File: src/rtl/seg_pkg.sv
package seg_pkg;
  localparam int NUM_SEG = 6;
  localparam int SEL_W   = 3;

  typedef enum logic [SEL_W-1:0] {
    SEG_ES = 3'd0,
    SEG_CS = 3'd1,
    SEG_SS = 3'd2,
    SEG_DS = 3'd3,
    SEG_FS = 3'd4,
    SEG_GS = 3'd5
  } seg_e;

  function automatic logic is_prefix(input logic [7:0] b);
    return (b == 8'h26) || (b == 8'h2E) || (b == 8'h36) ||
           (b == 8'h3E) || (b == 8'h64) || (b == 8'h65);
  endfunction

  function automatic seg_e prefix_seg(input logic [7:0] b);
    case (b)
      8'h26:   return SEG_ES;
      8'h2E:   return SEG_CS;
      8'h36:   return SEG_SS;
      8'h64:   return SEG_FS;
      8'h65:   return SEG_GS;
      default: return SEG_DS;
    endcase
  endfunction

  function automatic seg_e resolve_default(input logic [SEL_W-1:0] c);
    if (c < SEL_W'(NUM_SEG)) return seg_e'(c);
    return SEG_DS;
  endfunction
endpackage

File: src/rtl/seg_prefix_decode.sv
module seg_prefix_decode
  import seg_pkg::*;
(
  input  logic       in_valid,
  input  logic [7:0] in_byte,
  output logic       pfx_hit,
  output logic       op_hit,
  output seg_e       pfx_seg
);
  logic byte_is_pfx;

  always_comb begin
    byte_is_pfx = is_prefix(in_byte);
    pfx_hit     = in_valid && byte_is_pfx;
    op_hit      = in_valid && !byte_is_pfx;
    pfx_seg     = prefix_seg(in_byte);
  end
endmodule

File: src/rtl/seg_override_track.sv
module seg_override_track
  import seg_pkg::*;
(
  input  logic clk,
  input  logic rst_n,
  input  logic pfx_hit,
  input  logic op_hit,
  input  seg_e pfx_seg,
  output logic ovr_pend,
  output seg_e ovr_seg
);
  always_ff @(posedge clk or negedge rst_n) begin
    if (!rst_n) begin
      ovr_pend <= 1'b0;
      ovr_seg  <= SEG_DS;
    end else if (pfx_hit) begin
      ovr_pend <= 1'b1;
      ovr_seg  <= pfx_seg;
    end else if (op_hit) begin
      ovr_pend <= 1'b0;
    end
  end

  AST_PFX_LAST_WINS: assert property (@(posedge clk) disable iff (!rst_n)
    pfx_hit |=> (ovr_pend && ovr_seg == $past(pfx_seg)));
  AST_OVR_CLEARS: assert property (@(posedge clk) disable iff (!rst_n)
    op_hit |=> !ovr_pend);
endmodule

File: src/rtl/seg_base_file.sv
module seg_base_file
  import seg_pkg::*;
#(
  parameter int ADDR_W = 32
) (
  input  logic                            clk,
  input  logic                            rst_n,
  input  logic                            wr_en,
  input  logic [SEL_W-1:0]                wr_sel,
  input  logic [ADDR_W-1:0]               wr_base,
  output logic [NUM_SEG-1:0][ADDR_W-1:0]  bases
);
  logic wr_legal;
  assign wr_legal = wr_en && (wr_sel < SEL_W'(NUM_SEG));

  for (genvar i = 0; i < NUM_SEG; i++) begin : g_base
    always_ff @(posedge clk or negedge rst_n) begin
      if (!rst_n) bases[i] <= '0;
      else if (wr_legal && wr_sel == SEL_W'(i)) bases[i] <= wr_base;
    end
  end

  AST_BASE_WRITE: assert property (@(posedge clk) disable iff (!rst_n)
    wr_legal |=> bases[$past(wr_sel)] == $past(wr_base));
  AST_BAD_SEL_IGNORED: assert property (@(posedge clk) disable iff (!rst_n)
    (wr_en && !wr_legal) |=> $stable(bases));
endmodule

File: src/rtl/seg_addr_gen.sv
module seg_addr_gen
  import seg_pkg::*;
#(
  parameter int ADDR_W = 32
) (
  input  logic              clk,
  input  logic              rst_n,
  input  logic              in_valid,
  input  logic [7:0]        in_byte,
  input  logic [2:0]        in_dflt,
  input  logic [ADDR_W-1:0] in_offset,
  input  logic              wr_en,
  input  logic [2:0]        wr_sel,
  input  logic [ADDR_W-1:0] wr_base,
  output logic              out_valid,
  output logic [2:0]        out_seg,
  output logic              out_override,
  output logic [ADDR_W-1:0] out_addr
);
  function automatic logic [ADDR_W-1:0] addr_sum(input logic [ADDR_W-1:0] b,
                                                 input logic [ADDR_W-1:0] o);
    return b + o;
  endfunction

  logic                           pfx_hit;
  logic                           op_hit;
  seg_e                           pfx_seg;
  logic                           ovr_pend;
  seg_e                           ovr_seg;
  seg_e                           sel_seg;
  logic [NUM_SEG-1:0][ADDR_W-1:0] bases;
  logic [ADDR_W-1:0]              sel_base;
  logic [ADDR_W-1:0]              sum_addr;

  seg_prefix_decode u_dec (
    .in_valid (in_valid),
    .in_byte  (in_byte),
    .pfx_hit  (pfx_hit),
    .op_hit   (op_hit),
    .pfx_seg  (pfx_seg)
  );

  seg_override_track u_trk (
    .clk      (clk),
    .rst_n    (rst_n),
    .pfx_hit  (pfx_hit),
    .op_hit   (op_hit),
    .pfx_seg  (pfx_seg),
    .ovr_pend (ovr_pend),
    .ovr_seg  (ovr_seg)
  );

  seg_base_file #(.ADDR_W(ADDR_W)) u_bases (
    .clk     (clk),
    .rst_n   (rst_n),
    .wr_en   (wr_en),
    .wr_sel  (wr_sel),
    .wr_base (wr_base),
    .bases   (bases)
  );

  always_comb begin
    sel_seg  = ovr_pend ? ovr_seg : resolve_default(in_dflt);
    sel_base = bases[sel_seg];
    sum_addr = addr_sum(sel_base, in_offset);
  end

  always_ff @(posedge clk or negedge rst_n) begin
    if (!rst_n) begin
      out_valid    <= 1'b0;
      out_seg      <= 3'd0;
      out_override <= 1'b0;
      out_addr     <= '0;
    end else begin
      out_valid <= op_hit;
      if (op_hit) begin
        out_seg      <= sel_seg;
        out_override <= ovr_pend;
        out_addr     <= sum_addr;
      end
    end
  end

  AST_SEG_IN_RANGE: assert property (@(posedge clk) disable iff (!rst_n)
    out_valid |-> out_seg < 3'(NUM_SEG));
  AST_VALID_AFTER_OP: assert property (@(posedge clk) disable iff (!rst_n)
    op_hit |=> out_valid);
  AST_NO_SPURIOUS_VALID: assert property (@(posedge clk) disable iff (!rst_n)
    !op_hit |=> !out_valid);
  AST_DEFAULT_NO_FLAG: assert property (@(posedge clk) disable iff (!rst_n)
    (op_hit && !ovr_pend) |=> !out_override);
  AST_PREFIX_FLAG: assert property (@(posedge clk) disable iff (!rst_n)
    (op_hit && ovr_pend) |=> (out_override && out_seg == $past(ovr_seg)));
endmodule

File: config.mk
export PLATFORM = sky130hd
export DESIGN_NAME = seg_addr_gen
export DESIGN_NICKNAME = d
export VERILOG_FILES = /design/src/rtl/seg_pkg.sv /design/src/rtl/seg_prefix_decode.sv /design/src/rtl/seg_override_track.sv /design/src/rtl/seg_base_file.sv /design/src/rtl/seg_addr_gen.sv
export SDC_FILE = /design/constraint.sdc
export NUM_CORES = 1
export LEC_CHECK = 0
export ABC_AREA = 0
export ABC_CLOCK_PERIOD_IN_PS = 4800
export BUFFER_PORTS_ARGS = -buffer_cell sky130_fd_sc_hd__buf_2
export CAP_MARGIN = 40
export CORE_AREA = 3 3 196 198
export DETAILED_ROUTE_END_ITERATION = 6
export DIE_AREA = 0 0 199 201
export SETUP_SLACK_MARGIN = 0.2
export SYNTH_ARGS = -nofsm -noshare
export SYNTH_HDL_FRONTEND = slang
export SYNTH_HIERARCHICAL = 1
export SYNTH_SLANG_ARGS = --single-unit
File: constraint.sdc
create_clock -name clk -period 4.8 [get_ports clk]
set_clock_uncertainty 0.15 [all_clocks]
set_input_delay 0.48 -clock clk [delete_from_list [all_inputs] [get_ports clk]]
set_output_delay 0.48 -clock clk [all_outputs]
set_load 0.02 [all_outputs]
; Yosys cells after proc, flatten, opt, wreduce, memory -nomap -nowiden
; Cells that the tools add are included.
[word_totals]
register_bits = 233
latch_bits = 0
mem_bits_rw = 0
mem_bits_ro = 0
inputBits = 82
memories = 0
[classes]
n_addsub = 1
multipliers = 0
div = 0
n_lt_le_gt_ge = 3
eq_ne = 11
n_shift = 0
mux = 9
bitwise_logic = 0
n_reduce_logical = 17
[ops]
columns = cell, count
row1 = $bmux 32 s3, 1
row2 = $add 32x32->32, 1
row3 = $eq 8x6->1 const B, 4
row4 = $mux 32, 1
row5 = $eq 8x7->1 const B, 2
row6 = $pmux 3 s5, 1
row7 = $logic_and 1x1->1, 9
row8 = $mux 3, 3
row9 = $eq 3x2->1 const B, 2
row10 = $eq 3x3->1 const B, 2
row11 = $lt 3x3->1 const B, 2
row12 = $logic_or 1x1->1, 5
row13 = $lt 3x4->1 const B, 1
row14 = $eq 3x1->1 const B, 1
row15 = $logic_not 3->1, 1
row16 = $mux 1, 3
row17 = $reduce_bool 2->1, 1
row18 = $logic_not 1->1, 1

; Logic depth before layout (Yosys ltp)
[depth]
depth_word = 10
depth_mapped = 19

; Modules after synthesis
; The synthesis kept the hierarchy.
[modules_own_cells]
columns = module, instances, cells_each, area_each_um2
row1 = seg_base_file, 1, 411, 7679.9
row2 = seg_addr_gen, 1, 501, 4584.4
row3 = seg_override_track, 1, 9, 148.9
row4 = seg_prefix_decode, 1, 13, 91.3

; Worst setup path before layout
; Ideal clock, no wire load.
[synth_path]
path_kind = in2reg
startpoint = input in_dflt[1]
endpoint = register out_addr[10]
setup_ns = 0.125
arrival_ns = 3.800
setup_slack_ns = 0.725
stages = 16
n_path_buf = 2
cell_sequence = a21oi_1 o21a_1 buf_6 buf_2 mux4_2 nand2_1 o21ai_0 ha_1 nor2b_1 o31a_1 or2_1 or3_1 a31oi_1 o21ai_1 xor2_1 mux2_2
[synth_between]
elab_chain_cells = 7
word_cells_on_any_way = 8
classes_between = 1 x add/sub / 1 x order compare / 6 x mux
[synth_lines]
columns = item, line_no
row1 = from (decl), seg_addr_gen.sv:10  ; input logic [2:0] in_dflt,
row2 = $lt 3x3->1, seg_pkg.sv:31  ; if (c < SEL_W'(NUM_SEG)) return seg_e'(c);
row3 = $mux 1, seg_pkg.sv:31
row4 = $mux 3 (*), seg_pkg.sv:32  ; return SEG_DS;
row5 = $mux 3 (*), seg_addr_gen.sv:63  ; sel_seg = ovr_pend ? ovr_seg : resolve_default(in_dflt);
row6 = $bmux 32 s3 (*), seg_addr_gen.sv:64  ; sel_base = bases[sel_seg];
row7 = $mux 32 (not written as such) (*), seg_addr_gen.sv:64
row8 = $add 32x32->32 (*), seg_addr_gen.sv:22  ; return b + o;
row9 = to (signal assigned), seg_addr_gen.sv:79  ; out_addr <= sum_addr;
row10 = to (decl), seg_addr_gen.sv:18  ; output logic [ADDR_W-1:0] out_addr
; Mark *: on every way between the ends. The rest lies on a longest branch, timed or not. The select of a mux whose other input is x is not followed.
; A chain may end at the register's enable or synchronous reset.

; Final worst setup path
[layout_path]
startpoint = register u_trk.ovr_pend
endpoint = register out_addr[25]
[layout_between]
elab_chain_cells = 4
[layout_lines]
columns = item, line_no
row1 = from (decl), seg_override_track.sv:9  ; output logic ovr_pend,
row2 = from (signal assigned), seg_override_track.sv:14  ; ovr_pend <= 1'b0;
row3 = from (signal assigned), seg_override_track.sv:17  ; ovr_pend <= 1'b1;
row4 = from (signal assigned), seg_override_track.sv:20  ; ovr_pend <= 1'b0;
row5 = $mux 3, seg_addr_gen.sv:63
row6 = $bmux 32 s3, seg_addr_gen.sv:64
row7 = $mux 32 (not written as such), seg_addr_gen.sv:64
row8 = $add 32x32->32, seg_addr_gen.sv:22
; Every way passes these cells. The select of a mux whose other input is x is not followed.

==> impl_results.md <==
* Result of the run: completed
* Wire per inst at 20.0 µm
* Layout cell share with drive strength beyond 1 at 0.426
* CTS HTree Levels at 1
* Total negative setup slack at 0 ns
* Routed WL at 31100 µm
* Arrival time at the worst endpoint at 4.54 ns
* Number of global-route vias before repair at 8581
* Count of flip-flops with a built-in enable after synthesis at 0
* Hold violation total from the final report at 0
* Mapped Avg Cell Area at 13.4 µm²
* Detail-routed via count per cell at 5.20
* Area growth, synth to finish at 16.0%
* Most frequently used flop master after synthesis: dfrtp_1
* Total grt overflow at 0
* Unique cell type count in the Yosys netlist at 71
* Cell area after synthesis at 12500 µm²
* Highest net fanout along the worst path at 15
* Placeable Area at 36700 µm²
* Final Non-Filler Cells at 1553
* Clock-pin slew of the registers on the worst-case setup and hold paths at 0.06 ns
* Global Route Usage Sum at 0.155
* Sequential cell area fraction in the yosys report at 0.466
* Count of final setup violators at 0
* Initial antenna violation count at 13
* Violation count after the first detailed-route iteration at 382
* Maximum number of pins on one net before global-route repair at 126
* Post-Syn Nets at 1051
* Switching Share at 0.312
* CTS root buffer: clkbuf_16
* Most frequent standard cell in the layout excluding fill and tap cells: dfrtp_1
* Least-Margin Pin Slew at 0.980 ns
* Total number of vias at 8072
* Clock sink total at 233
* Worst endpoint required time at 5.05 ns
* 1st-pass router iterations at 4
* Die area at 40000 µm²
* RD Place Congestion at 0.847
* Largest vdd supply drop at 262 µV
* Type of the most critical hold path: in2reg
* Leakage at 6.53 nW
* Tcrit/Tclk final at 0.893
* Wire length of the first global-routing pass at 49600 µm
* Chip width at 199 µm
* NetSw at 2.12 mW
* DRC violations left at 0
* TritonCTS clock tree: built
* Setup repair after global routing missed its margin: no
* Path type of the worst setup path: reg2reg
* I/O pin total at 119
* Pre-CTS setup slack at 0.220 ns
* Skew-Pair Late Insertion Delay at 0.53 ns
* Commonest cells after routing, fill and taps aside: dfrtp_1, mux2_2, buf_2, mux2_4, nand2_1
* Effective utilization at floorplan at 0.341
* Ys Warns at 6
* Power per Cell Area at 469 nW/µm²
* Relative slew slack at 0.346
* Portion of total power attributed to the clock network at 0.290
* Sequential share of power at 0.398
* Combinational fraction of design power at 0.312
* Cell total after placement at 1501
* IO Port Bufs at 118
* DP Wirelength at 21300 µm
* Internal at 4.69 mW
* Startpoint type of the worst setup path: flop
* Fillers at 3436
* Number of buffers inserted during clock tree synthesis at 25
* Die Span Y at 201 µm
* Max cap viols at 0
* Number of nets in the layout at 1178
* Critical path capture point type: flop
* Count of standard-cell rows at 70
* Number of max-slew violations in the final report at 0
* Cell count after synthesis at 934
* Number of synthesized register bits at 233
* Maximum clock insertion buffer count at 3
* Fin crit period at 4.29 ns
* Final WS setup at 0.515 ns
* Number of antenna-violating nets in the routed design at 0
* Fmax achieved at 0.233 GHz
* Ys async rst share at 1.00
==> worst max-delay path, cell delays in order, from the launching register on <==
cell and delay (ns):
dfrtp_2 0.52, mux2i_4 0.33, buf_4 0.31, mux4_2 0.34, nand2_1 0.08, o21ai_0 0.18
ha_1 0.41, and3_1 0.22, a221o_1 0.36, a211oi_2 0.33, nor4_2 0.12, nor2_1 0.25
o21ai_1 0.11, xor2_1 0.16, mux2_2 0.26
==> cells by family (layout without fill, tap and decap cells) <==
group	count (synthesis)	count (layout)	share of synthesized area
AO/OA/AOI/OAI	155	155	0.0779
XOR/XNOR	21	21	0.0147
adder cells (fa/ha/maj)	35	35	0.0356
buffers and inverters	62	208	0.0367
flip-flops	233	233	0.466
multiplexers	285	285	0.309
other	0	5	0
AND/OR/NAND/NOR	143	143	0.0596
==> Yosys cell counts, types with 9 or more instances <==
library cell | count | area (µm²)
mux2_2 | 125 | 1410
xor2_1 | 9 | 78.8
buf_12 | 9 | 180
mux2_4 | 90 | 1350
buf_2 | 10 | 50.1
a21o_1 | 17 | 128
clkbuf_1 | 19 | 71.3
xnor2_1 | 12 | 105
mux2i_1 | 36 | 360
o21ai_0 | 54 | 270
ha_1 | 34 | 425
a21oi_1 | 29 | 145
nand2_1 | 63 | 236
inv_1 | 12 | 45.0
dfrtp_1 | 231 | 5780
nor2_1 | 24 | 90.1
mux4_2 | 31 | 698
==> registers in the layout (all words and copies together), names as in the netlist <==
name	count
u_trk/ovr_seg	3
u_bases/bases	192
out_seg	3
out_valid	1
out_override	1
u_trk/ovr_pend	1
out_addr	32
==> power groups by stage <==
stage,registers (mW),clock network [mW],logic (mW)
after floorplan,2.83,0,1.38
after global placement,2.73,0,2.08
after detailed placement,2.74,0,2.13
after CTS,2.72,2.02,2.14
after global routing,2.78,2.10,2.33
final,2.71,1.97,2.13
==> routing by layer <==
layer	up-vias	wire (µm)	global-route usage
li1	3715	-	-
met1	4140	14300	0.215
met2	150	14200	0.246
met3	49	1890	0.0430
met4	18	510	0.0294
met5	-	126	0
==> timing repair <==
item,CTS,global route
buffers inserted,0,0
setup endpoints to repair,0,12
resized for setup,0,2
hold buffers,1,0
hold endpoints to repair,120,0
==> stage by stage <==
step | util | cell area, µm² | hold slack, ns | total power, mW
3_5_place_dp | 0.372 | 13600 | 0.321 | 4.87
2_1_floorplan | - | 12500 | 0.0344 | 4.21
3_3_place_gp | 0.370 | 13600 | 0.315 | 4.81
5_1_grt | 0.395 | 14500 | 0.109 | 7.21
6_report | 0.395 | 14500 | 0.105 | 6.81
4_1_cts | 0.395 | 14500 | 0.0930 | 6.87
==> final timing paths <==
kind                             startpoint            endpoint  slack [ns]  depth (start not counted)
max in group asynchronous             rst_n  u_bases/bases[134]        2.81                          3
hold / removal                   wr_base[1]   u_bases/bases[33]        0.10                          2
setup reg to reg             u_trk/ovr_pend        out_addr[25]        0.51                         14
min in group asynchronous             rst_n  u_bases/bases[187]        0.46                          2
hold reg to reg            u_bases/bases[4]    u_bases/bases[4]        0.33                          1
setup / recovery             u_trk/ovr_pend        out_addr[25]        0.51                         14
==> area by class of cell <==
cell class | count | area, µm² | share of cell area
Multi-Input combinational cell | 639 | 6280 | 0.433
Sequential cell | 233 | 5830 | 0.402
Timing Repair Buffer | 149 | 913 | 0.0630
Clock buffer | 31 | 668 | 0.0461
Tap cell | 468 | 586 | 0.0404
Clock inverter | 15 | 166 | 0.0115
Inverter | 13 | 48.8 | 0.00336
Antenna cell | 5 | 12.5 | 0.000862
Note: power is estimated with default switching activity, not from simulation.
